File: src/rtl/sla_pkg.sv
`timescale 1ns/1ps
package sla_pkg;
  typedef enum logic [1:0] {
    LANE_B8  = 2'd0,
    LANE_W16 = 2'd1,
    LANE_D32 = 2'd2
  } lane_sz_e;

  localparam logic [7:0] OPC_ADD_B = 8'hFC;
  localparam logic [7:0] OPC_ADD_W = 8'hFD;
  localparam logic [7:0] OPC_ADD_D = 8'hFE;

  // Bits of a unit index (mod 4) that must be non-zero for a carry to pass.
  function automatic logic [1:0] join_mask(lane_sz_e sz);
    case (sz)
      LANE_B8:  return 2'b00;
      LANE_W16: return 2'b01;
      default:  return 2'b11;
    endcase
  endfunction
endpackage

File: src/rtl/sla_decode.sv
`timescale 1ns/1ps
module sla_decode
  import sla_pkg::*;
(
  input  logic [7:0] opcode,
  input  logic       wide_pfx,
  output logic       legal,
  output lane_sz_e   lane_sz,
  output logic       wide_op
);
  always_comb begin
    legal   = 1'b1;
    lane_sz = LANE_B8;
    case (opcode)
      OPC_ADD_B: lane_sz = LANE_B8;
      OPC_ADD_W: lane_sz = LANE_W16;
      OPC_ADD_D: lane_sz = LANE_D32;
      default:   legal   = 1'b0;
    endcase
  end

  assign wide_op = wide_pfx;
endmodule

File: src/rtl/sla_lane_add.sv
`timescale 1ns/1ps
module sla_lane_add
  import sla_pkg::*;
#(
  parameter int UNIT_W    = 8,
  parameter int NUM_UNITS = 16
) (
  input  lane_sz_e                      lane_sz,
  input  logic                          wide_op,
  input  logic [UNIT_W*NUM_UNITS-1:0]   a,
  input  logic [UNIT_W*NUM_UNITS-1:0]   b,
  output logic [UNIT_W*NUM_UNITS-1:0]   sum
);
  localparam int HALF = NUM_UNITS / 2;

  logic [1:0]           jmask;
  logic [NUM_UNITS-1:0] carry;
  logic                 carry_top_unused;

  assign jmask            = join_mask(lane_sz);
  assign carry_top_unused = carry[NUM_UNITS-1];

  for (genvar u = 0; u < NUM_UNITS; u++) begin : g_unit
    logic              cin;
    logic [UNIT_W:0]   part;

    if (u == 0) begin : g_first
      assign cin = 1'b0;
    end else begin : g_rest
      localparam logic [1:0] POS = 2'(u % 4);
      // carry passes only inside a lane: unit is not the first of its lane
      assign cin = carry[u-1] & ((POS & jmask) != 2'b00);
    end

    assign part = {1'b0, a[u*UNIT_W +: UNIT_W]}
                + {1'b0, b[u*UNIT_W +: UNIT_W]}
                + (UNIT_W+1)'(cin);
    assign carry[u] = part[UNIT_W];

    if (u >= HALF) begin : g_hi
      assign sum[u*UNIT_W +: UNIT_W] = wide_op ? part[UNIT_W-1:0] : '0;
    end else begin : g_lo
      assign sum[u*UNIT_W +: UNIT_W] = part[UNIT_W-1:0];
    end
  end
endmodule

File: src/rtl/simd_lane_adder.sv
`timescale 1ns/1ps
module simd_lane_adder
  import sla_pkg::*;
#(
  parameter int UNIT_W    = 8,
  parameter int NUM_UNITS = 16
) (
  input  logic                        clk,
  input  logic                        rst,
  input  logic                        in_valid,
  input  logic [7:0]                  in_opcode,
  input  logic                        in_wide_pfx,
  input  logic [UNIT_W*NUM_UNITS-1:0] in_dst,
  input  logic [UNIT_W*NUM_UNITS-1:0] in_src,
  output logic                        out_valid,
  output logic                        out_illegal,
  output logic [UNIT_W*NUM_UNITS-1:0] out_result
);
  localparam int W = UNIT_W * NUM_UNITS;

  logic       legal;
  lane_sz_e   lane_sz;
  logic       wide_op;
  logic [W-1:0] sum;

  sla_decode u_dec (
    .opcode   (in_opcode),
    .wide_pfx (in_wide_pfx),
    .legal    (legal),
    .lane_sz  (lane_sz),
    .wide_op  (wide_op)
  );

  sla_lane_add #(.UNIT_W(UNIT_W), .NUM_UNITS(NUM_UNITS)) u_add (
    .lane_sz (lane_sz),
    .wide_op (wide_op),
    .a       (in_dst),
    .b       (in_src),
    .sum     (sum)
  );

  always_ff @(posedge clk) begin
    if (rst) begin
      out_valid   <= 1'b0;
      out_illegal <= 1'b0;
      out_result  <= '0;
    end else begin
      out_valid   <= in_valid & legal;
      out_illegal <= in_valid & ~legal;
      if (in_valid && legal) out_result <= sum;
    end
  end
endmodule

File: config.mk
export PLATFORM = sky130hd
export DESIGN_NAME = simd_lane_adder
export DESIGN_NICKNAME = d
export VERILOG_FILES = /design/src/rtl/sla_pkg.sv /design/src/rtl/sla_decode.sv /design/src/rtl/sla_lane_add.sv /design/src/rtl/simd_lane_adder.sv
export SDC_FILE = /design/constraint.sdc
export NUM_CORES = 1
export LEC_CHECK = 0
export BUFFER_PORTS_ARGS = -buffer_cell sky130_fd_sc_hd__buf_2
export CORE_ASPECT_RATIO = 0.6
export CORE_UTILIZATION = 35
export DETAILED_ROUTE_END_ITERATION = 6
export SLEW_MARGIN = 40
export SYNTH_ARGS = -nofsm -noshare
export SYNTH_HDL_FRONTEND = slang
export SYNTH_SLANG_ARGS = --single-unit
File: constraint.sdc
create_clock -name clk -period 8.9 [get_ports clk]
set_clock_uncertainty 0.1 [all_clocks]
set_input_delay 0 -clock clk [delete_from_list [all_inputs] [get_ports clk]]
set_output_delay 0 -clock clk [all_outputs]
set_load 0.01 [all_outputs]
==> results of run 1 <==
==> cell families after synthesis <==
family	count (synthesis)
AOI/OAI and AO/OA	354
xor gates and xnor gates	60
adders and majority gates	140
buffers and inverters	87
DFF	130
muxes	3
and+or+nand+nor	365
==> per-stage QoR <==
| stage | worst slack (ns) | cell area (µm²) | util [%] | hold WS [ns] |
|---|---|---|---|---|
| finish | 0.801 | 13900 | 53.9 | 0.0118 |
| global route | 0.224 | 13900 | 53.9 | 0.0218 |
| CTS | 0.831 | 13900 | 53.9 | 0.000909 |
| detailed placement | 1.48 | 11600 | 45.1 | 0.188 |
| global placement | 1.60 | 11600 | 45.1 | 0.180 |
| floorplan | 2.23 | 9370 | - | 0.0303 |
==> power by group through the flow <==
stage / sequential, µW / combinational, µW / clock (µW)
after global routing: 585 / 528 / 831
final: 585 / 476 / 790
after global placement: 598 / 386 / 0
after floorplan: 599 / 255 / 0
after CTS: 585 / 468 / 806
after detailed placement: 598 / 386 / 0
==> critical path, delay by kind of cell <==
family,cells,cell delay [ns]
compound gates,14,1.87
mux,1,0.14
fa+ha+maj,8,3.12
simple gates,9,1.33
buf+inv,5,1.84
==> registers in the layout (all words and copies together) (netlist names) <==
register / flops
out_result: 128
out_illegal: 1
out_valid: 1
==> area by class of cell <==
cell class	count	area, µm²	share of cell area, %
repair buffers	564	3660	26.3
clock buffers	23	498	3.58
diodes	5	12.5	0.0899
clock inverters	9	150	1.08
flip-flops and latches	130	2600	18.7
well taps	352	440	3.17
multi-input cells	922	6420	46.2
inverters	34	128	0.917
==> cell usage after synthesis, types with 10 or more instances <==
master and n:
a21oi_1 142, a21o_1 41, nand2b_1 26, nand3_1 20, inv_1 33, dfxtp_1 130
o21ai_1 11, fa_1 28, ha_1 112, o211ai_1 15, clkbuf_1 32, xor2_1 27
o21ai_0 46, nor2b_1 15, a211oi_1 46, nor4_1 12, o21bai_1 12, xnor2_1 33
nand2_1 148, nor2_1 76, buf_2 13, nor3_1 30, a211o_1 10
==> worst paths after layout <==
path              slack, ns           start  cells past startpoint              end
setup reg to reg       7.61  out_result[79]                      3   out_result[79]
hold / removal         0.01     in_src[113]                      5  out_result[113]
setup / recovery       0.80      in_src[96]                     37  out_result[126]
hold reg to reg        0.35  out_result[46]                      2   out_result[46]
==> metal layers <==
metal	up-vias	part of all wire (%)	global-route usage (%)
li1	5142	-	-
met4	6	2.3	8.53
met3	53	7.8	7.62
met5	-	0.11	0
met1	4763	47	32.7
met2	336	43	38.6
==> flow_summary.ini, run 1 <==
[logic_synthesis]
ys_top_cells_by_area = dfxtp_1 28%, ha_1 15%, a21oi_1 7.6%, fa_1 6.0%, nand2_1 5.9%
synth_fa_ha_area_share_pct = 20.9
yosys.area_share.simple_pct = 18.1
synth_compound_area_share_pct = 23.4
seq_area_frac_synth_pct = 27.8
ys_async_sr_fraction_pct = 0
syn_area_um2 = 9370
synthCells = 1139
synth_fp_nets = 1547
ys.flop_type = dfxtp_1
synth-edff-count = 0
synth.avg_cell_area_um2 = 8.22
synth_xor_area_share_pct = 5.61
synth.distinct_cells = 50
netlist.area_leader.share_pct = 27.8
synth_top_family_by_area = compound AO/OA/AOI/OAI gates
ys_warn_count = 0
yosysTopAreaCell = dfxtp_1
ys_ff_latch = 130
synthMuxAreaShare_pct = 0.321

[clock_tree]
postCtsHoldBufs = 160
clk_latency_ns = 0.43
cts_setup_buffers = 0
cts_tree = yes
ctsRootBufferMaster = clkbuf_16
cts_max_level = 4
cts_resized = 0
cts_sinks = 130
clockBufferDepth = 2
cts-buffers-inserted = 17
path_clk_slew_ns = 0.06

[worst_setup_path]
slowest_delay_ns = 0.58
cp_common_cell = fa_1
critical_path_class = in -> reg
crit_slowest_cell = dlygate4sd3_1
startpoint_type = input port
cp.required_ns = 9.13
worst-path-max-fanout = 3
cp.arrival_ns = 8.33
end_kind = flop

[die]
die_h_um = 129
initial_core_util_pct = 36.3
dieWidth_um = 213
io_pins = 398
num_rows = 45
die_area_um2 = 27400
core_region_area_um2 = 25800

[route]
drt_iter0_markers = 586
drc = 0
drt-vias-per-instance = 5.05
via_count = 10300
detail_route.wl_per_cell_um = 16.8
dr.pass1.iters = 6
finalWirelength_mm = 34.3
drtAntennaViolNets = 0

[pwr]
powerDensity_nw_per_um2 = 133
ir_drop_mv = 0.0853
swShare_pct = 27.7
internal_power_uw = 1340
power.share.clock_pct = 42.7
p_comb_share_pct = 25.7
p_leak_uw = 0.00654
p_switching_uw = 513
power_uw = 1850
pwr-share-seq_pct = 31.6

[finish]
mostFrequentLayoutCell = buf_2
final_cell_mix = 396 x buf_2, 160 x dlygate4sd3_1, 148 x nand2_1
nets = 2077
drive_gt1_share_pct = 26.6
fin_cells = 2039
nFillCells = 2450
area_delta_synth_final_pct = 48.5

[grt]
grt_max_degree = 96
grt_pass1_vias = 10119
grt_use_total_pct = 24.8
grt_overflow_total = 0
antenna_found_initial = 8
grt_pass1_wl_mm = 52.6

[placed_design]
hpwl_mm = 24.5
portBuffers = 397
place_inst = 1842
gp_congestion = 0.897

[timing]
fmax_ghz = 0.123
finalHoldViolations = 0
maxSlewViolCount = 0
period_minus_slack_ns = 8.10
setup_viol = 0
relSlewSlack_pct = 48.4
tns_ns = 0
fin_crit_sh_pct = 91.0
grt_setup_unrepaired = false
worst_pin_slew_ns = 0.774

[min_path]
hold_path.class = in -> reg

[status]
outcome = complete, no violations

[run]
drv_cap = 0
Note: power is estimated with default switching activity, not from simulation.
==> run 2: changes to the inputs <==
--- a/config.mk
+++ b/config.mk
@@ -6,6 +6,7 @@
 export NUM_CORES = 1
 export LEC_CHECK = 0
 export BUFFER_PORTS_ARGS = -buffer_cell sky130_fd_sc_hd__buf_2
+export CAP_MARGIN = 25
 export CORE_ASPECT_RATIO = 0.6
 export CORE_UTILIZATION = 35
 export DETAILED_ROUTE_END_ITERATION = 6
==> constraint.sdc (replaced) <==
create_clock -name clk -period 8.9 [get_ports clk]
set_clock_uncertainty 0.1 [all_clocks]
set_input_delay 0.445 -clock clk [delete_from_list [all_inputs] [get_ports clk]]
set_output_delay 0.445 -clock clk [all_outputs]
set_load 0.01 [all_outputs]
==> run 2 against run 1 <==
Cell area down 12%. Maximum frequency up 8.0%. Largest power group unchanged. Combinational power down 18%. Global-route usage down 1.6 points. Routed wire length down 5.4%. Sequential share of layout area up 2.5 points. Critical path type unchanged. Count of clock-buffer cells in the layout down 1. Core utilization down 6.3 points. Sequential power about the same. Largest cell class unchanged.
==> flow_summary.ini, run 2 (synthesis gave the netlist of run 1 again) <==
[timing]
tns_ns = 0
relSlewSlack_pct = 51.4
setup_viol = 0
period_minus_slack_ns = 7.50
fin_crit_sh_pct = 84.2
grt_setup_unrepaired = false
finalHoldViolations = 0
fmax_ghz = 0.133
worst_pin_slew_ns = 0.729
maxSlewViolCount = 0

[worst_setup_path]
end_kind = flop
cp.required_ns = 9.16
slowest_delay_ns = 0.45
rrSetupSlack_ns = 8.01
crit_slowest_cell = fa_1
worst-path-max-fanout = 3
startpoint_type = input port
r2r.worst_path.cells = 2
cp.arrival_ns = 7.76
critical_path_class = in -> reg

[min_path]
holdPathStages = 3
hold_path.class = in -> reg

[die]
dieWidth_um = 213
initial_core_util_pct = 36.3
num_rows = 45
die_area_um2 = 27400
core_region_area_um2 = 25800
die_h_um = 129
io_pins = 398

[pwr]
pwr-share-seq_pct = 33.5
p_leak_uw = 0.00585
p_comb_share_pct = 22.4
ir_drop_mv = 0.0900
internal_power_uw = 1260
p_switching_uw = 494
power.share.clock_pct = 44.2
swShare_pct = 28.2
powerDensity_nw_per_um2 = 142

[grt]
grt_overflow_total = 0
grt_pass1_vias = 9020
antenna_found_initial = 6
grt_max_degree = 96
grt_pass1_wl_mm = 48.8
grt_use_total_pct = 23.3

[finish]
mostFrequentLayoutCell = buf_2
area_delta_synth_final_pct = 31.2
reg_top3 = out_result: 128 flops, out_illegal: 1 flops, out_valid: 1 flops
ff_latch_area_um2 = 2600
drive_gt1_share_pct = 29.4
nets = 1917
nFillCells = 2611
largest-register = out_result
multi_input_area_um2 = 6420
final_util_pct = 47.6
final_cell_mix = 396 x buf_2, 148 x nand2_1, 142 x a21oi_1
largest_reg_flops = 128

[placed_design]
hpwl_mm = 24.8
portBuffers = 397
gp_congestion = 0.909

[route]
drtAntennaViolNets = 0
detail_route.wl_per_cell_um = 17.3
via_count = 9585
dr.pass1.iters = 7
finalWirelength_mm = 32.5
drc = 0
drt_iter0_markers = 628
drt-vias-per-instance = 5.11

[clock_tree]
cts_sinks = 130
cts_setup_buffers = 0
cts_resized = 0
cts_tree = yes
clockBufferDepth = 2
cts-buffers-inserted = 17
cts_max_level = 4
ctsRootBufferMaster = clkbuf_16
path_clk_slew_ns = 0.06
postCtsHoldBufs = 0
clk_latency_ns = 0.43

[status]
outcome = complete, no violations

[run]
drv_cap = 0
==> run 2: cell count changes in the layout (fill, tap and decap cells not counted), sizes merged <==
cell / change
diode: -2
dlygate4sd3: -160
clkinv: +1
clkbuf: -1
==> run 2: path summary, 6_finish.rpt <==
check / end / start
worst min-delay path: out_illegal / in_valid
worst max register to register: out_result[118] / out_result[118]
worst max-delay path: out_result[30] / in_dst[0]
worst min register to register: out_result[75] / out_result[75]
==> run 2: area by class of cell <==
| class | count | area share [%] |
|---|---|---|
| antenna | 3 | 0.0611 |
| clock buffer | 22 | 3.86 |
| clock inverter | 10 | 1.26 |
| inverter | 34 | 1.04 |
| multi-input combinational | 922 | 52.3 |
| sequential | 130 | 21.2 |
| tap | 352 | 3.58 |
| timing repair buffer | 404 | 16.7 |
==> run 2: critical path: cells and delay by family <==
| family | cells | cell delay [ns] |
|---|---|---|
| compound gates | 16 | 3.50 |
| simple gates | 4 | 0.34 |
| xor+xnor | 1 | 0.13 |
| buf+inv | 1 | 0.10 |
| fa+ha+maj | 8 | 3.25 |
==> run 2: per-layer routing <==
| metal | vias to the layer above | wire length (µm) | global-route usage (%) |
|---|---|---|---|
| met5 | - | 58 | 0 |
| met4 | 10 | 562 | 6.72 |
| met3 | 41 | 2640 | 7.47 |
| met2 | 309 | 13700 | 35.0 |
| met1 | 4397 | 15500 | 31.7 |
| li1 | 4828 | - | - |
==> run 2: stage by stage <==
| stage | cell area, µm² | worst slack (ns) | instances | total power, µW | hold slack, ns |
|---|---|---|---|---|---|
| 3_5_place_dp | 11600 | 1.01 | 1842 | 986 | 0.342 |
| 2_1_floorplan | 9370 | 1.78 | 1139 | 855 | 0.376 |
| 5_1_grt | 12300 | 0.945 | 1874 | 1840 | 0.191 |
| 3_3_place_gp | 11600 | 1.15 | 1842 | 983 | 0.336 |
| 6_report | 12300 | 1.40 | 1877 | 1750 | 0.209 |
| 4_1_cts | 12300 | 1.43 | 1874 | 1760 | 0.187 |
==> run 2: power groups by stage <==
| stage | Combinational, µW | Clock (µW) | Sequential (µW) |
|---|---|---|---|
| after global placement | 385 | 0 | 598 |
| after detailed placement | 388 | 0 | 598 |
| after global routing | 439 | 815 | 585 |
| final | 392 | 772 | 585 |
| after floorplan | 255 | 0 | 599 |
| after CTS | 391 | 787 | 585 |
==> run 3: changes to the inputs <==
--- a/config.mk
+++ b/config.mk
@@ -5,6 +5,7 @@
 export SDC_FILE = /design/constraint.sdc
 export NUM_CORES = 1
 export LEC_CHECK = 0
+export ABC_AREA = 1
 export BUFFER_PORTS_ARGS = -buffer_cell sky130_fd_sc_hd__buf_2
 export CAP_MARGIN = 25
 export CORE_ASPECT_RATIO = 0.6
==> constraint.sdc (replaced) <==
create_clock -name clk -period 7.4 [get_ports clk]
set_clock_uncertainty 0.1 [all_clocks]
set_input_delay 0.37 -clock clk [delete_from_list [all_inputs] [get_ports clk]]
set_output_delay 0.37 -clock clk [all_outputs]
set_load 0.01 [all_outputs]
==> run 3 against run 2 <==
Routed wire length shrank 0.62%. Synthesized cell count up 34%. Largest cell class unchanged. Core utilization is 1.8 points lower. Count of clock-buffer cells in the layout grew 2.
==> flow_summary.ini, run 3 <==
[finish]
largest-register = out_result
area_delta_synth_final_pct = 28.8
reg_top3 = out_result: 128 flops, out_illegal: 1 flops, out_valid: 1 flops
fin_cells = 2296
drive_gt1_share_pct = 22.9
largest_reg_flops = 128
final_cell_mix = 476 x nand2_1, 396 x buf_2, 242 x inv_1
nFillCells = 3029
mostFrequentLayoutCell = nand2_1
nets = 2314
final_util_pct = 45.8

[grt]
grt_overflow_total = 0
grt_max_degree = 105
antenna_found_initial = 2
grt_pass1_wl_mm = 50.5
grt_use_total_pct = 21.2
grt_pass1_vias = 9979

[placed_design]
gp_congestion = 0.900
hpwl_mm = 25.5
portBuffers = 397
place_inst = 2262

[worst_setup_path]
cp.arrival_ns = 5.79
startpoint_type = input port
critical_path_class = in -> reg
worst-path-max-fanout = 3
slowest_delay_ns = 0.45
r2r.worst_path.cells = 3
cp_common_cell = nand2_1
cp.required_ns = 7.59
crit_slowest_cell = fa_1
end_kind = flop

[status]
outcome = complete, no violations

[pwr]
powerDensity_nw_per_um2 = 161
ir_drop_mv = 0.132
p_leak_uw = 0.00735

[route]
drc = 0
dr.pass1.iters = 5
drt-vias-per-instance = 4.76
detail_route.wl_per_cell_um = 14.1
via_count = 10921
drt_iter0_markers = 524
finalWirelength_mm = 32.3
drtAntennaViolNets = 0

[die]
core_region_area_um2 = 28800
io_pins = 398
initial_core_util_pct = 35.6
dieWidth_um = 223
die_area_um2 = 29900
die_h_um = 134
num_rows = 48

[logic_synthesis]
ys_warn_count = 0
netlist.area_leader.share_pct = 25.4
seq_area_frac_synth_pct = 25.4
synthCells = 1524
ys_async_sr_fraction_pct = 0
ys_ff_latch = 130
synthTopCellsByCount = 476 x nand2_1, 242 x inv_1, 158 x a21oi_1
synth.avg_cell_area_um2 = 6.71
ys_top_cells_by_area = dfxtp_1 25%, nand2_1 17%, ha_1 14%, inv_1 8.9%, a21oi_1 7.7%
ys.flop_type = dfxtp_1
synth_most_common_cell = nand2_1
yosysTopAreaCell = dfxtp_1
synth_fp_nets = 1932
synth-edff-count = 0
syn_area_um2 = 10200
synth.distinct_cells = 26

[clock_tree]
cts_max_level = 4
clk_latency_ns = 0.44
ctsRootBufferMaster = clkbuf_16
cts_setup_buffers = 0
clockBufferDepth = 2
postCtsHoldBufs = 0
path_clk_slew_ns = 0.06
cts-buffers-inserted = 17
cts_resized = 0
cts_sinks = 130
cts_tree = yes

[min_path]
holdPathStages = 3
hold_path.class = in -> reg

[timing]
worst_pin_slew_ns = 0.773
relSlewSlack_pct = 48.5
tns_ns = 0
period_minus_slack_ns = 5.60
fin_crit_sh_pct = 75.7
maxSlewViolCount = 0
finalHoldViolations = 0
setup_viol = 0
grt_setup_unrepaired = false
fmax_ghz = 0.179

[run]
drv_cap = 0
## run 3: kinds of logic (layout without fill, tap and decap cells)
logic type      Yosys count  count (layout)  share of synthesized area, %
simple gates            698             698                          28.5
buf+inv                 284             679                          10.8
compound gates          220             220                          11.6
fa+ha+maj               140             140                          19.2
flops                   130             130                          25.4
xor+xnor                 52              52                          4.45
other cells               0               2                             0
## run 3: area by class of cell
class,instances,area (µm²),share of cell area [%]
multi-input cells,1110,6520,49.5
flip-flops and latches,130,2600,19.7
repair buffers,404,2060,15.6
inverters,243,913,6.93
clock buffers,24,512,3.88
well taps,375,469,3.56
clock inverters,8,98.8,0.750
diodes,2,5.00,0.0380
## run 3: per-layer routing
layer / global-route usage, % / wire (µm) / up-vias
met1: 28.9 / 15900 / 4963
met5: 0 / 0 / -
met3: 3.90 / 1410 / 38
met2: 33.7 / 14400 / 281
li1: - / - / 5639
met4: 6.93 / 610 / 0
## run 3: power breakdown
group          switching (µW)  internal, µW
Clock                     345           549
Sequential               1.36           703
Combinational             298           226
Total                     645          1480
## run 3: worst paths after layout
check	start	endpoint	slack, ns
min	in_valid	out_illegal	0.06
min reg2reg	out_result[91]	out_result[91]	0.36
max reg2reg	out_result[47]	out_result[47]	6.58
max	in_src[96]	out_result[126]	1.80
## run 3: metrics by stage
| step | total power [µW] | worst slack (ns) | area (µm²) | hold WS, ns |
|---|---|---|---|---|
| 4_1_cts | 2150 | 1.84 | 13200 | 0.0357 |
| 2_1_floorplan | 1070 | 1.98 | 10200 | 0.388 |
| 3_5_place_dp | 1240 | 1.39 | 12600 | 0.353 |
| 6_report | 2120 | 1.80 | 13200 | 0.0618 |
| 5_1_grt | 2240 | 1.38 | 13200 | 0.0547 |
| 3_3_place_gp | 1230 | 1.49 | 12500 | 0.349 |
## run 3: critical path: cells and delay by family
family	cells	cell delay (ns)
adders and majority gates	8	3.14
AOI/OAI and AO/OA	1	0.06
buffers and inverters	6	0.51
and+or+nand+nor	25	1.72
